--- config.mk ---
export PLATFORM = sky130hd
export DESIGN_NAME = pkt_hdr_interp
export DESIGN_NICKNAME = d
export VERILOG_FILES = /design/src/rtl/phi_pkg.sv /design/src/rtl/phi_hdr_track.sv /design/src/rtl/phi_cmd_exec.sv /design/src/rtl/phi_err_bank.sv /design/src/rtl/pkt_hdr_interp.sv
export SDC_FILE = /design/constraint.sdc
export NUM_CORES = 1
export LEC_CHECK = 0
export BUFFER_PORTS_ARGS = -buffer_cell sky130_fd_sc_hd__clkbuf_2
export CAP_MARGIN = 25
export CORE_ASPECT_RATIO = 1.4
export CORE_MARGIN = 10
export CORE_UTILIZATION = 50
export CTS_BUF_LIST = sky130_fd_sc_hd__clkbuf_4 sky130_fd_sc_hd__clkbuf_8 sky130_fd_sc_hd__clkbuf_16
export CTS_CLUSTER_DIAMETER = 200
export DETAILED_ROUTE_END_ITERATION = 6
export PLACE_DENSITY = 0.84
export SYNTH_ARGS = -nofsm -noshare
export SYNTH_HDL_FRONTEND = slang
export SYNTH_HIERARCHICAL = 1
export SYNTH_SLANG_ARGS = --single-unit
--- constraint.sdc ---
create_clock -name clk -period 2.76 [get_ports clk]
set_input_delay 0.552 -clock clk [delete_from_list [all_inputs] [get_ports clk]]
set_output_delay 0.552 -clock clk [all_outputs]
set_load 0.01 [all_outputs]
--- src/rtl/phi_pkg.sv ---
package phi_pkg;

  localparam logic [1:0] MODE_PROTO = 2'd2;

  localparam logic [3:0] OP_DATA     = 4'h0;
  localparam logic [3:0] OP_ARM      = 4'h1;
  localparam logic [3:0] OP_CPU_HOLD = 4'h2;
  localparam logic [3:0] OP_CPU_FREE = 4'h3;
  localparam logic [3:0] OP_SIG_SET  = 4'h4;
  localparam logic [3:0] OP_SIG_CLR  = 4'h5;
  localparam logic [3:0] OP_LINK_ONE = 4'h6;
  localparam logic [3:0] OP_LINK_ALL = 4'h7;

  localparam int ERR_W     = 4;
  localparam int ERR_ADDR  = 0;
  localparam int ERR_CMD   = 1;
  localparam int ERR_LOCK  = 2;
  localparam int ERR_SHORT = 3;

  typedef enum logic [2:0] {
    CL_DATA, CL_ARM, CL_GATED, CL_PLAIN, CL_BAD
  } cls_e;

  function automatic cls_e classify(input logic [7:0] ctl, input int nlink);
    case (ctl[7:4])
      OP_DATA:     return CL_DATA;
      OP_ARM:      return CL_ARM;
      OP_CPU_HOLD: return CL_GATED;
      OP_CPU_FREE: return CL_PLAIN;
      OP_SIG_SET:  return CL_PLAIN;
      OP_SIG_CLR:  return CL_PLAIN;
      OP_LINK_ONE: return (int'(ctl[1:0]) < nlink) ? CL_GATED : CL_BAD;
      OP_LINK_ALL: return CL_GATED;
      default:     return CL_BAD;
    endcase
  endfunction

endpackage

--- src/rtl/phi_hdr_track.sv ---
module phi_hdr_track #(
  parameter int HDR_LEN = 4
) (
  input  logic       clk,
  input  logic       rst_n,
  input  logic       proto_i,
  input  logic       tok_valid_i,
  input  logic       tok_eop_i,
  input  logic [7:0] tok_data_i,
  output logic       hdr_stb_o,
  output logic       hdr_done_o,
  output logic       short_o,
  output logic       pay_stb_o,
  output logic       eop_o,
  output logic [7:0] dest_o,
  output logic [7:0] ctrl_o,
  output logic [7:0] tid_o
);
  localparam int CW = (HDR_LEN > 1) ? $clog2(HDR_LEN) : 1;
  localparam logic [CW-1:0] LAST = CW'(HDR_LEN - 1);

  logic          in_pay;
  logic [CW-1:0] cnt;
  logic          data_tok;

  assign data_tok   = tok_valid_i & ~tok_eop_i;
  assign eop_o      = tok_valid_i & tok_eop_i;
  assign hdr_stb_o  = proto_i & ~in_pay & data_tok;
  assign hdr_done_o = hdr_stb_o & (cnt == LAST);
  assign short_o    = proto_i & eop_o & ~in_pay & (cnt != '0);
  assign pay_stb_o  = proto_i & in_pay & data_tok;

  always_ff @(posedge clk) begin
    if (!rst_n) begin
      in_pay <= 1'b0;
      cnt    <= '0;
      dest_o <= '0;
      ctrl_o <= '0;
      tid_o  <= '0;
    end else if (!proto_i || eop_o) begin
      in_pay <= 1'b0;
      cnt    <= '0;
    end else if (hdr_stb_o) begin
      case (cnt)
        CW'(0): dest_o <= tok_data_i;
        CW'(1): ctrl_o <= tok_data_i;
        CW'(2): tid_o  <= tok_data_i;
        default: ;
      endcase
      if (cnt == LAST) in_pay <= 1'b1;
      else             cnt    <= cnt + 1'b1;
    end
  end
endmodule

--- src/rtl/phi_cmd_exec.sv ---
module phi_cmd_exec
  import phi_pkg::*;
#(
  parameter int NLINK = 3,
  parameter int NSIG  = 4
) (
  input  logic             clk,
  input  logic             rst_n,
  input  logic             go_i,
  input  logic [7:0]       ctl_i,
  output logic             armed_o,
  output logic             cpu_rst_n_o,
  output logic [NSIG-1:0]  sig_n_o,
  output logic [NLINK-1:0] link_rst_o
);
  logic [3:0]       op;
  logic [NSIG-1:0]  mask;
  logic [NLINK-1:0] link_hit;

  assign op   = ctl_i[7:4];
  assign mask = ctl_i[NSIG-1:0];

  for (genvar g = 0; g < NLINK; g++) begin : g_link
    assign link_hit[g] = (op == OP_LINK_ALL) ||
                         ((op == OP_LINK_ONE) && (int'(ctl_i[1:0]) == g));
  end

  always_ff @(posedge clk) begin
    if (!rst_n) begin
      armed_o     <= 1'b0;
      cpu_rst_n_o <= 1'b1;
      sig_n_o     <= '1;
      link_rst_o  <= '0;
    end else begin
      link_rst_o <= '0;
      if (go_i) begin
        case (op)
          OP_ARM:      armed_o <= 1'b1;
          OP_CPU_HOLD: begin cpu_rst_n_o <= 1'b0; armed_o <= 1'b0; end
          OP_CPU_FREE: cpu_rst_n_o <= 1'b1;
          OP_SIG_SET:  sig_n_o <= sig_n_o & ~mask;
          OP_SIG_CLR:  sig_n_o <= sig_n_o | mask;
          OP_LINK_ONE,
          OP_LINK_ALL: begin link_rst_o <= link_hit; armed_o <= 1'b0; end
          default: ;
        endcase
      end
    end
  end
endmodule

--- src/rtl/phi_err_bank.sv ---
module phi_err_bank #(
  parameter int W = 4
) (
  input  logic         clk,
  input  logic         rst_n,
  input  logic [W-1:0] set_i,
  input  logic [W-1:0] clr_i,
  input  logic [W-1:0] en_i,
  output logic [W-1:0] flags_o,
  output logic         irq_o
);
  for (genvar b = 0; b < W; b++) begin : g_flag
    always_ff @(posedge clk) begin
      if (!rst_n)        flags_o[b] <= 1'b0;
      else if (set_i[b]) flags_o[b] <= 1'b1;
      else if (clr_i[b]) flags_o[b] <= 1'b0;
    end
  end

  assign irq_o = |(flags_o & en_i);
endmodule

--- src/rtl/pkt_hdr_interp.sv ---
module pkt_hdr_interp
  import phi_pkg::*;
#(
  parameter int NLINK   = 3,
  parameter int NSIG    = 4,
  parameter int HDR_LEN = 4
) (
  input  logic             clk,
  input  logic             rst_n,
  input  logic [1:0]       mode_i,
  input  logic [7:0]       chan_addr_i,
  input  logic             auto_ack_i,
  input  logic             tok_valid_i,
  input  logic             tok_eop_i,
  input  logic [7:0]       tok_data_i,
  output logic             fwd_valid_o,
  output logic [7:0]       fwd_data_o,
  output logic             ack_valid_o,
  output logic [7:0]       ack_data_o,
  output logic [7:0]       hdr_ctrl_o,
  output logic [7:0]       hdr_tid_o,
  output logic             cpu_rst_n_o,
  output logic [NSIG-1:0]  sig_n_o,
  output logic [NLINK-1:0] link_rst_o,
  input  logic [3:0]       err_clr_i,
  input  logic [3:0]       irq_en_i,
  output logic [3:0]       err_flags_o,
  output logic             irq_o
);
  logic       proto;
  logic       data_tok;
  logic       hdr_stb, hdr_done, hdr_short, pay_stb, eop_seen;
  logic [7:0] dest_q;
  cls_e       cls;
  logic       addr_ok, armed, pay_open;
  logic       ev_addr, ev_badcmd, ev_lock, ev_exec, ev_accept, ev_gated_run;
  logic [ERR_W-1:0] err_set;

  assign proto    = (mode_i == MODE_PROTO);
  assign data_tok = tok_valid_i & ~tok_eop_i;

  phi_hdr_track #(.HDR_LEN(HDR_LEN)) u_track (
    .clk        (clk),
    .rst_n      (rst_n),
    .proto_i    (proto),
    .tok_valid_i(tok_valid_i),
    .tok_eop_i  (tok_eop_i),
    .tok_data_i (tok_data_i),
    .hdr_stb_o  (hdr_stb),
    .hdr_done_o (hdr_done),
    .short_o    (hdr_short),
    .pay_stb_o  (pay_stb),
    .eop_o      (eop_seen),
    .dest_o     (dest_q),
    .ctrl_o     (hdr_ctrl_o),
    .tid_o      (hdr_tid_o)
  );

  assign cls     = classify(hdr_ctrl_o, NLINK);
  assign addr_ok = (dest_q == chan_addr_i);

  assign ev_addr      = hdr_done & ~addr_ok;
  assign ev_badcmd    = hdr_done & addr_ok & (cls == CL_BAD);
  assign ev_lock      = hdr_done & addr_ok & (cls == CL_GATED) & ~armed;
  assign ev_gated_run = hdr_done & addr_ok & (cls == CL_GATED) & armed;
  assign ev_exec      = hdr_done & addr_ok &
                        ((cls == CL_ARM) | (cls == CL_PLAIN) | ((cls == CL_GATED) & armed));
  assign ev_accept    = hdr_done & addr_ok & (cls == CL_DATA);

  phi_cmd_exec #(.NLINK(NLINK), .NSIG(NSIG)) u_exec (
    .clk        (clk),
    .rst_n      (rst_n),
    .go_i       (ev_exec),
    .ctl_i      (hdr_ctrl_o),
    .armed_o    (armed),
    .cpu_rst_n_o(cpu_rst_n_o),
    .sig_n_o    (sig_n_o),
    .link_rst_o (link_rst_o)
  );

  always_comb begin
    err_set            = '0;
    err_set[ERR_ADDR]  = ev_addr;
    err_set[ERR_CMD]   = ev_badcmd;
    err_set[ERR_LOCK]  = ev_lock;
    err_set[ERR_SHORT] = hdr_short;
  end

  phi_err_bank #(.W(ERR_W)) u_err (
    .clk    (clk),
    .rst_n  (rst_n),
    .set_i  (err_set),
    .clr_i  (err_clr_i),
    .en_i   (irq_en_i),
    .flags_o(err_flags_o),
    .irq_o  (irq_o)
  );

  always_ff @(posedge clk) begin
    if (!rst_n) begin
      pay_open    <= 1'b0;
      fwd_valid_o <= 1'b0;
      fwd_data_o  <= '0;
      ack_valid_o <= 1'b0;
      ack_data_o  <= '0;
    end else begin
      if (!proto || eop_seen) pay_open <= 1'b0;
      else if (hdr_done)      pay_open <= ev_accept;
      fwd_valid_o <= (~proto & data_tok) | (pay_stb & pay_open);
      fwd_data_o  <= tok_data_i;
      ack_valid_o <= hdr_stb & auto_ack_i;
      ack_data_o  <= tok_data_i;
    end
  end
endmodule

==> flow_summary.json, run 1 <==
{
  "synth_warnings": 6,
  "synth_top_family_by_area": "simple AND/OR/NAND/NOR gates",
  "vias": 1896,
  "crit_required_ps": 2960,
  "grt_antenna_before_repair": 0,
  "syn_inst": 238,
  "cts.path.max_buffers": 2,
  "timing.rr.start": "u_track/ctrl_o[4]$_SDFFE_PN0P_",
  "peakVddDrop_v": 0.000429,
  "cts_tree": "built",
  "h-tree-depth": 2,
  "critPathCaptureType": "flip-flop",
  "grt_pass1_wl_um": 9290,
  "via_per_inst": 5.07,
  "fin_cells": 374,
  "worstSetupPathType": "in2reg",
  "n_fill_cell": 421,
  "cts-root-buf": "clkbuf_8",
  "leakagePower_nw": 1.39,
  "gp_congestion": 0.791,
  "hp-start": "tok_data_i[6]",
  "p_per_area_mw_per_mm2": 459,
  "core_area_mm2": 0.00450,
  "rows": 29,
  "port_buffers": 77,
  "critPathMaxFanout": 6,
  "syn-num-nets": 273,
  "yosysUniqueCellTypes": 38,
  "synthMuxAreaShare": 0.118,
  "fin_ws_ps": 728,
  "synth.avg_cell_area_um2": 9.66,
  "start_util": 0.511,
  "synth_compound_area_frac": 0.0653,
  "drtPass1Iterations": 5,
  "fin_crit_ps": 2030,
  "worstReg2RegEnd": "u_exec/cpu_rst_n_o$_SDFFE_PN1P_",
  "die_w_um": 77.3,
  "place_ws_ps": 435,
  "track_usage": 0.145,
  "worst_slew_pin_slew_ps": 607,
  "synth_xor_area_frac": 0.0305,
  "numCtsBuffers": 5,
  "synth-seq-cells": 51,
  "synth-edff-count": 0,
  "holdBufCountCts": 0,
  "yosysSeqAreaShare": 0.444,
  "dp_hpwl_um": 4390,
  "die-height_um": 100,
  "r2r_cells": 7,
  "slew_headroom": 0.596,
  "drive_gt1_frac": 0.311,
  "max_clock_freq_ghz": 0.492,
  "hold_path.class": "in2reg",
  "cap_violations": 0,
  "fin_nets": 346,
  "finClkSkew_ps": 4.55,
  "area_growth_pct": 21.3,
  "num_antenna_cells": 0,
  "postCtsSetupBuffers": 0,
  "globalRouteOverflowTotal": 0,
  "post-route-period-util": 0.736,
  "r2r_setup_slack_ps": 790,
  "detail-route-antenna-nets": 0,
  "setup_violations": 0,
  "clk_latency_ps": 310,
  "async_flop_share": 0,
  "grt_pass1_vias": 2088,
  "drv_slew": 0,
  "holdPathStages": 2,
  "dieArea_mm2": 0.00775,
  "outcome": "finished, final reports clean",
  "mostFrequentLayoutCell": "clkbuf_2",
  "finalSetupTns_ps": 0,
  "layout_common_cells": "clkbuf_2, dfxtp_1, nand2_1, mux2i_1, and2_1",
  "min_to": "ack_data_o[6]$_SDFF_PN0_",
  "start_kind": "primary input",
  "wl_per_cell_um": 14.7,
  "drt-total-wl_um": 5510,
  "crit_arrival_ps": 2230,
  "ioPinCount": 78,
  "hold_violations": 0,
  "rsz0062_at_grt": "false",
  "cts_resized": 0,
  "dr.first_iter.drc_count": 126,
  "p_total_w": 0.00128,
  "syn_area_mm2": 0.00230,
  "placed_cells": 366,
  "cts_sinks": 51,
  "grt_max_degree": 34,
  "ys.flop_type": "dfxtp_1",
  "synthAdderAreaFrac": 0.0218,
  "synth-simple-area-share": 0.264,
  "clk_transition_reported_paths_ps": 90,
  "drc": 0
}
-- flip-flops by register name (all words and copies together), names as in the netlist, named ones only --
name	cells
u_exec/cpu_rst_n_o	1
u_exec/armed_o	1
u_track/dest_o	8
ack_valid_o	1
u_track/in_pay	1
u_track/cnt	2
u_track/ctrl_o	8
u_track/tid_o	8
fwd_valid_o	1
u_exec/link_rst_o	3
pay_open	1
ack_data_o	8
u_err/flags_o	4
-- area by class of cell --
cell class | count | area (um^2) | share of cell area
multi-input combinational | 162 | 1150 | 0.412
clock inverter | 2 | 12.5 | 0.00449
clock buffer | 6 | 76.3 | 0.0274
sequential | 51 | 1020 | 0.366
tap | 62 | 77.6 | 0.0278
timing repair buffer | 81 | 415 | 0.149
inverter | 10 | 37.5 | 0.0135
-- synthesized netlist by cell type (2+ instances only) --
cell | instances | area [um^2]
buf_4 | 9 | 67.6
and2_1 | 11 | 68.8
o21a_1 | 5 | 37.5
xor2_1 | 8 | 70.1
nand2_4 | 3 | 33.8
nor4_4 | 2 | 42.5
ha_1 | 4 | 50.1
nor3b_1 | 3 | 22.5
o21ai_0 | 4 | 20.0
and2b_1 | 2 | 15.0
inv_1 | 10 | 37.5
nor2_1 | 4 | 15.0
buf_2 | 2 | 10.0
dfxtp_1 | 51 | 1020
and4bb_1 | 3 | 37.5
clkbuf_1 | 4 | 15.0
nand4_1 | 6 | 37.5
mux2i_1 | 27 | 270
nand2b_1 | 3 | 18.8
a21oi_1 | 5 | 25.0
nand2_1 | 39 | 146
nor2b_1 | 8 | 50.1
a22oi_1 | 2 | 15.0
nand3_1 | 9 | 45.0
-- where the power goes --
group / switching (W) / internal, W / leakage, nW / total (W)
clock: 0.000243 / 0.000187 / 0.0446 / 0.000431
sequential: 0.00000489 / 0.000745 / 0.414 / 0.000750
combinational: 0.0000561 / 0.0000431 / 0.934 / 0.0000992
total: 0.000304 / 0.000975 / 1.39 / 0.00128
-- how the worst max path moves through the flow --
stage / endpoint / slack [ps] / depth (start not counted) / from
floorplan: u_exec/cpu_rst_n_o$_SDFFE_PN1P_ / 380 / 9 / mode_i[1]
global placement: u_exec/cpu_rst_n_o$_SDFFE_PN1P_ / 530 / 9 / mode_i[1]
detailed placement: u_exec/cpu_rst_n_o$_SDFFE_PN1P_ / 440 / 9 / mode_i[1]
CTS: u_exec/cpu_rst_n_o$_SDFFE_PN1P_ / 740 / 9 / mode_i[1]
global route: flip-flop / 500 / 9 / mode_i[1]
finish: u_exec/cpu_rst_n_o$_SDFFE_PN1P_ / 730 / 9 / mode_i[1]
-- worst max-delay path, stage by stage --
cell	delay, ps
clkbuf_2	70
nor2b_1	170
and4bb_1	240
and2_1	240
nand4_2	140
nor2b_1	280
and4bb_1	250
mux2i_1	210
nand2_1	70
-- layer usage --
| metal | vias up | wire length [um] | global-route usage |
|---|---|---|---|
| li1 | 949 | - | - |
| met1 | 877 | 1960 | 0.126 |
| met2 | 59 | 2970 | 0.274 |
| met3 | 11 | 426 | 0.0635 |
| met4 | 0 | 156 | 0.0718 |
| met5 | - | 0 | 0 |
-- through the flow --
stage	util	hold slack (ps)	area [um^2]
after CTS	0.620	461	2790
after global routing	0.620	465	2790
after detailed placement	0.600	458	2700
final	0.620	464	2790
after global placement	0.600	444	2700
after floorplan	-	450	2300
-- cells by family (layout without fill, tap and decap cells) --
group           Yosys count  in the layout
xor+xnor                  8              8
fa+ha+maj                 4              4
compound gates           22             22
simple gates            101            101
buf+inv                  25             99
mux                      27             27
flops                    51             51
(Power assumes the default switching activity.)
==> inputs of run 2 (changes only) <==
==> constraint.sdc (replaced) <==
create_clock -name clk -period 1.9 [get_ports clk]
set_input_delay 0.38 -clock clk [delete_from_list [all_inputs] [get_ports clk]]
set_output_delay 0.38 -clock clk [all_outputs]
set_load 0.01 [all_outputs]
==> flow_summary.json, run 2 (synthesis gave the netlist of run 1 again) <==
{
  "rsz0062_at_grt": "true",
  "core_area_mm2": 0.00450,
  "grt_antenna_before_repair": 0,
  "p_per_area_mw_per_mm2": 675,
  "gp_congestion": 0.792,
  "mostFrequentLayoutCell": "clkbuf_2",
  "hold_path.class": "in2reg",
  "critPathMaxFanout": 5,
  "fin_nets": 357,
  "start_kind": "flip-flop",
  "clk_transition_reported_paths_ps": 90,
  "drv_slew": 0,
  "path_cells": "xor2_1 -> nor4_4 -> nand4_2 -> nor2b_4 -> nand4bb_1 -> o21ai_0 -> nand3_1",
  "area_growth_pct": 27.0,
  "finalSetupTns_ps": 0,
  "holdBufCountCts": 0,
  "grt_max_degree": 25,
  "numCtsBuffers": 5,
  "dp_hpwl_um": 4450,
  "port_buffers": 77,
  "outcome": "finished, final reports clean",
  "die-height_um": 100,
  "post-route-period-util": 0.933,
  "clk_latency_ps": 300,
  "cts_sinks": 51,
  "max_clock_freq_ghz": 0.564,
  "die_w_um": 77.3,
  "cap_violations": 0,
  "ioPinCount": 78,
  "final_util": 0.649,
  "worstSetupPathType": "reg2reg",
  "critPathCaptureType": "flip-flop",
  "drtPass1Iterations": 4,
  "vias": 1945,
  "crit_buf_inv": 0,
  "critPathTopFamily": "simple AND/OR/NAND/NOR gates",
  "slew_headroom": 0.683,
  "cpPeakStageDelay_ps": 330,
  "fin_cells": 384,
  "num_antenna_cells": 0,
  "drc": 0,
  "worst_slew_pin_slew_ps": 475,
  "track_usage": 0.143,
  "rows": 29,
  "leakagePower_nw": 1.46,
  "setup_violations": 0,
  "detail-route-antenna-nets": 0,
  "globalRouteOverflowTotal": 0,
  "placed_cells": 377,
  "finClkSkew_ps": 8.05,
  "cp_slowest_cell": "dfxtp_1",
  "crit_arrival_ps": 1960,
  "h-tree-depth": 2,
  "via_per_inst": 5.07,
  "cts-root-buf": "clkbuf_8",
  "grt_pass1_wl_um": 9220,
  "drt-total-wl_um": 5550,
  "hold_violations": 0,
  "peakVddDrop_v": 0.000443,
  "wl_per_cell_um": 14.4,
  "layout_common_cells": "clkbuf_2, dfxtp_1, nand2_1, mux2i_1, buf_4",
  "start_util": 0.511,
  "drive_gt1_frac": 0.345,
  "grt_pass1_vias": 2011,
  "dieArea_mm2": 0.00775,
  "cts.path.max_buffers": 2,
  "dr.first_iter.drc_count": 67,
  "cts_tree": "built",
  "fin_crit_ps": 1770,
  "crit_required_ps": 2090
}
==> run 2: cell type report <==
cell class                      instances  area, um^2
Timing Repair Buffer                   92         510
Fill cell                             403        1580
Clock inverter                          2        37.5
Multi-Input combinational cell        162        1170
Clock buffer                            5        68.8
Sequential cell                        51        1020
Tap cell                               62        77.6
Inverter                               10        37.5
==> run 2: through the flow <==
stage | area, um^2 | power, W | hold WS (ps) | worst slack, ps
2_1_floorplan | 2320 | 0.00120 | 450 | 2.62
3_3_place_gp | 2810 | 0.00126 | 445 | 10.2
3_5_place_dp | 2810 | 0.00127 | 455 | -61.3
4_1_cts | 2910 | 0.00199 | 288 | 99.7
5_1_grt | 2920 | 0.00206 | 281 | -1.75
6_report | 2920 | 0.00197 | 294 | 128
==> run 2: repair_timing <==
action / 4_1_cts / 5_1_grt
endpoints found under the setup margin: 0 / 7
gates resized for setup: 0 / 3
buffers inserted: 0 / 0
==> run 2: path summary, 6_finish.rpt <==
kind / start / to / slack [ps] / cells past startpoint
max: u_track/dest_o[0]$_SDFFE_PN0P_ / flip-flop / 130 / 7
min: tok_data_i[7] / ack_data_o[7]$_SDFF_PN0_ / 290 / 2
max reg2reg: u_track/dest_o[0]$_SDFFE_PN0P_ / flip-flop / 130 / 7
min reg2reg: u_track/tid_o[6]$_SDFFE_PN0P_ / u_track/tid_o[6]$_SDFFE_PN0P_ / 470 / 2
==> run 2: per-layer routing <==
layer,vias up,track usage,wire length (um)
li1,971,-,-
met1,919,0.136,2080
met2,48,0.268,3040
met3,7,0.0519,310
met4,0,0.0634,110
met5,-,0,0
==> run 2: report_power, final <==
| group | internal (W) | switching [W] |
|---|---|---|
| clock network | 0.000385 | 0.000344 |
| registers | 0.00108 | 0.00000717 |
| logic | 0.0000696 | 0.0000845 |
| total | 0.00154 | 0.000436 |
==> inputs of run 3 (changes only) <==
--- a/config.mk
+++ b/config.mk
@@ -7,13 +7,16 @@
 export LEC_CHECK = 0
 export BUFFER_PORTS_ARGS = -buffer_cell sky130_fd_sc_hd__clkbuf_2
 export CAP_MARGIN = 25
+export CELL_PAD_IN_SITES_DETAIL_PLACEMENT = 1
+export CELL_PAD_IN_SITES_GLOBAL_PLACEMENT = 2
 export CORE_ASPECT_RATIO = 1.4
 export CORE_MARGIN = 10
-export CORE_UTILIZATION = 50
+export CORE_UTILIZATION = 29
 export CTS_BUF_LIST = sky130_fd_sc_hd__clkbuf_4 sky130_fd_sc_hd__clkbuf_8 sky130_fd_sc_hd__clkbuf_16
 export CTS_CLUSTER_DIAMETER = 200
 export DETAILED_ROUTE_END_ITERATION = 6
-export PLACE_DENSITY = 0.84
+export PLACE_DENSITY = 0.82
+export REMOVE_ABC_BUFFERS = 1
 export SYNTH_ARGS = -nofsm -noshare
 export SYNTH_HDL_FRONTEND = slang
 export SYNTH_HIERARCHICAL = 1
==> constraint.sdc (replaced) <==
create_clock -name clk -period 2 [get_ports clk]
set_input_delay 0.4 -clock clk [delete_from_list [all_inputs] [get_ports clk]]
set_output_delay 0.4 -clock clk [all_outputs]
set_load 0.01 [all_outputs]
==> flow_summary.json, run 3 (synthesis gave the netlist of run 1 again) <==
{
  "power.share.sequential": 0.575,
  "layout_common_cells": "clkbuf_2, dfxtp_1, nand2_1, mux2i_1, and2_1",
  "peakVddDrop_v": 0.000374,
  "met1Wirelength_um": 2300,
  "critPathTopFamily": "simple AND/OR/NAND/NOR gates",
  "cts_sinks": 51,
  "crit_required_ps": 2190,
  "cpPeakStageDelay_ps": 340,
  "h-tree-depth": 2,
  "dr.first_iter.drc_count": 40,
  "grt_pass1_wl_um": 9830,
  "core_area_mm2": 0.00775,
  "start_kind": "flip-flop",
  "drc": 0,
  "dieArea_mm2": 0.0119,
  "fin_nets": 353,
  "swShare": 0.237,
  "cap_violations": 0,
  "fin_area_mm2": 0.00292,
  "fin_cells": 419,
  "port_buffers": 77,
  "num_antenna_cells": 0,
  "post-route-period-util": 0.903,
  "topRoutingLayerUsed": "met4",
  "fin_ws_ps": 194,
  "clk_transition_reported_paths_ps": 100,
  "grt_antenna_before_repair": 0,
  "p_per_area_mw_per_mm2": 617,
  "startpoint": "u_track/dest_o[3]$_SDFFE_PN0P_",
  "holdPathStages": 2,
  "finClkSkew_ps": 13.0,
  "rsz0062_at_grt": "false",
  "holdBufCountCts": 0,
  "hp-start": "tok_data_i[7]",
  "placed_cell_area_mm2": 0.00281,
  "drt-total-wl_um": 5960,
  "hold_violations": 0,
  "track_usage": 0.101,
  "drv_slew": 0,
  "p_int_w": 0.00137,
  "wl_met3_um": 398,
  "gp_congestion": 0.802,
  "cts_tree": "built",
  "numCtsBuffers": 5,
  "drtPass1Iterations": 4,
  "path_cells": "xor2_1 -> nor4_4 -> nand4_2 -> nor2b_4 -> nand4bb_1 -> o21ai_0 -> nand3_1",
  "setup_violations": 0,
  "die_w_um": 95.3,
  "r2r_cells": 7,
  "power_frac_comb": 0.078,
  "max_clock_freq_ghz": 0.554,
  "via_per_inst": 4.57,
  "area_growth_pct": 26.8,
  "rows": 38,
  "grt_max_degree": 61,
  "drive_gt1_frac": 0.329,
  "fin_crit_ps": 1810,
  "die-height_um": 125,
  "leakagePower_nw": 1.44,
  "ioPinCount": 78,
  "cts.path.max_buffers": 2,
  "p_clk_frac": 0.347,
  "crit_buf_inv": 0,
  "cp_slowest_cell": "nor4_4",
  "clk_latency_ps": 300,
  "critPathCaptureType": "flip-flop",
  "cts-root-buf": "clkbuf_8",
  "vias": 1913,
  "grt_pass1_vias": 1997,
  "timing.rr.start": "u_track/dest_o[3]$_SDFFE_PN0P_",
  "hold_path.class": "in2reg",
  "globalRouteOverflowTotal": 0,
  "cp.depth": 7,
  "wl_per_cell_um": 14.2,
  "dp_hpwl_um": 4820,
  "p_sw_w": 0.000426,
  "critPathMaxFanout": 5,
  "start_util": 0.297,
  "placed_cells": 411,
  "worst_slew_pin_slew_ps": 286,
  "slew_headroom": 0.807,
  "crit_arrival_ps": 1990,
  "mostFrequentLayoutCell": "clkbuf_2",
  "met2_length_um": 3150,
  "detail-route-antenna-nets": 0,
  "place_ws_ps": -96.6,
  "worstSetupPathType": "reg2reg",
  "outcome": "finished, final reports clean"
}
==> run 3: final timing paths <==
check	to	slack [ps]
max	flip-flop	190
max reg2reg	flip-flop	190
min	ack_data_o[7]$_SDFF_PN0_	320
min reg2reg	u_track/tid_o[5]$_SDFFE_PN0P_	460
==> run 3: through the flow <==
| stage | hold slack [ps] | TNS [ps] | power, W | utilization |
|---|---|---|---|---|
| final | 315 | 0 | 0.00180 | 0.376 |
| after global routing | 313 | 0 | 0.00189 | 0.376 |
| after CTS | 306 | 0 | 0.00184 | 0.375 |
| after detailed placement | 454 | -479 | 0.00120 | 0.363 |
| after global placement | 445 | -15.1 | 0.00120 | 0.363 |
| after floorplan | 450 | -2590 | 0.00111 | - |
==> run 3: final cells by class <==
class | count | area (um^2)
Sequential cell | 51 | 1020
Multi-Input combinational cell | 162 | 1160
Tap cell | 100 | 125
Timing Repair Buffer | 88 | 480
Inverter | 10 | 37.5
Clock inverter | 2 | 13.8
Fill cell | 932 | 4830
Clock buffer | 6 | 82.6
==> run 3: power by group through the flow <==
stage	clock, W	sequential, W	combinational, W
finish	0.000625	0.00103	0.000140
global route	0.000698	0.00104	0.000157
CTS	0.000656	0.00104	0.000145
detailed placement	0	0.00106	0.000144
global placement	0	0.00106	0.000143
floorplan	0	0.00107	0.0000471
==> run 3: layer usage <==
metal	GRT usage	vias up
li1	-	964
met1	0.109	897
met2	0.177	45
met3	0.0281	7
met4	0.0424	0
met5	0	-
==> run 3: timing repair <==
action | CTS | global route
setup buffers | 0 | 0
resized for setup | 0 | 4
endpoints found under the setup margin | 0 | 7
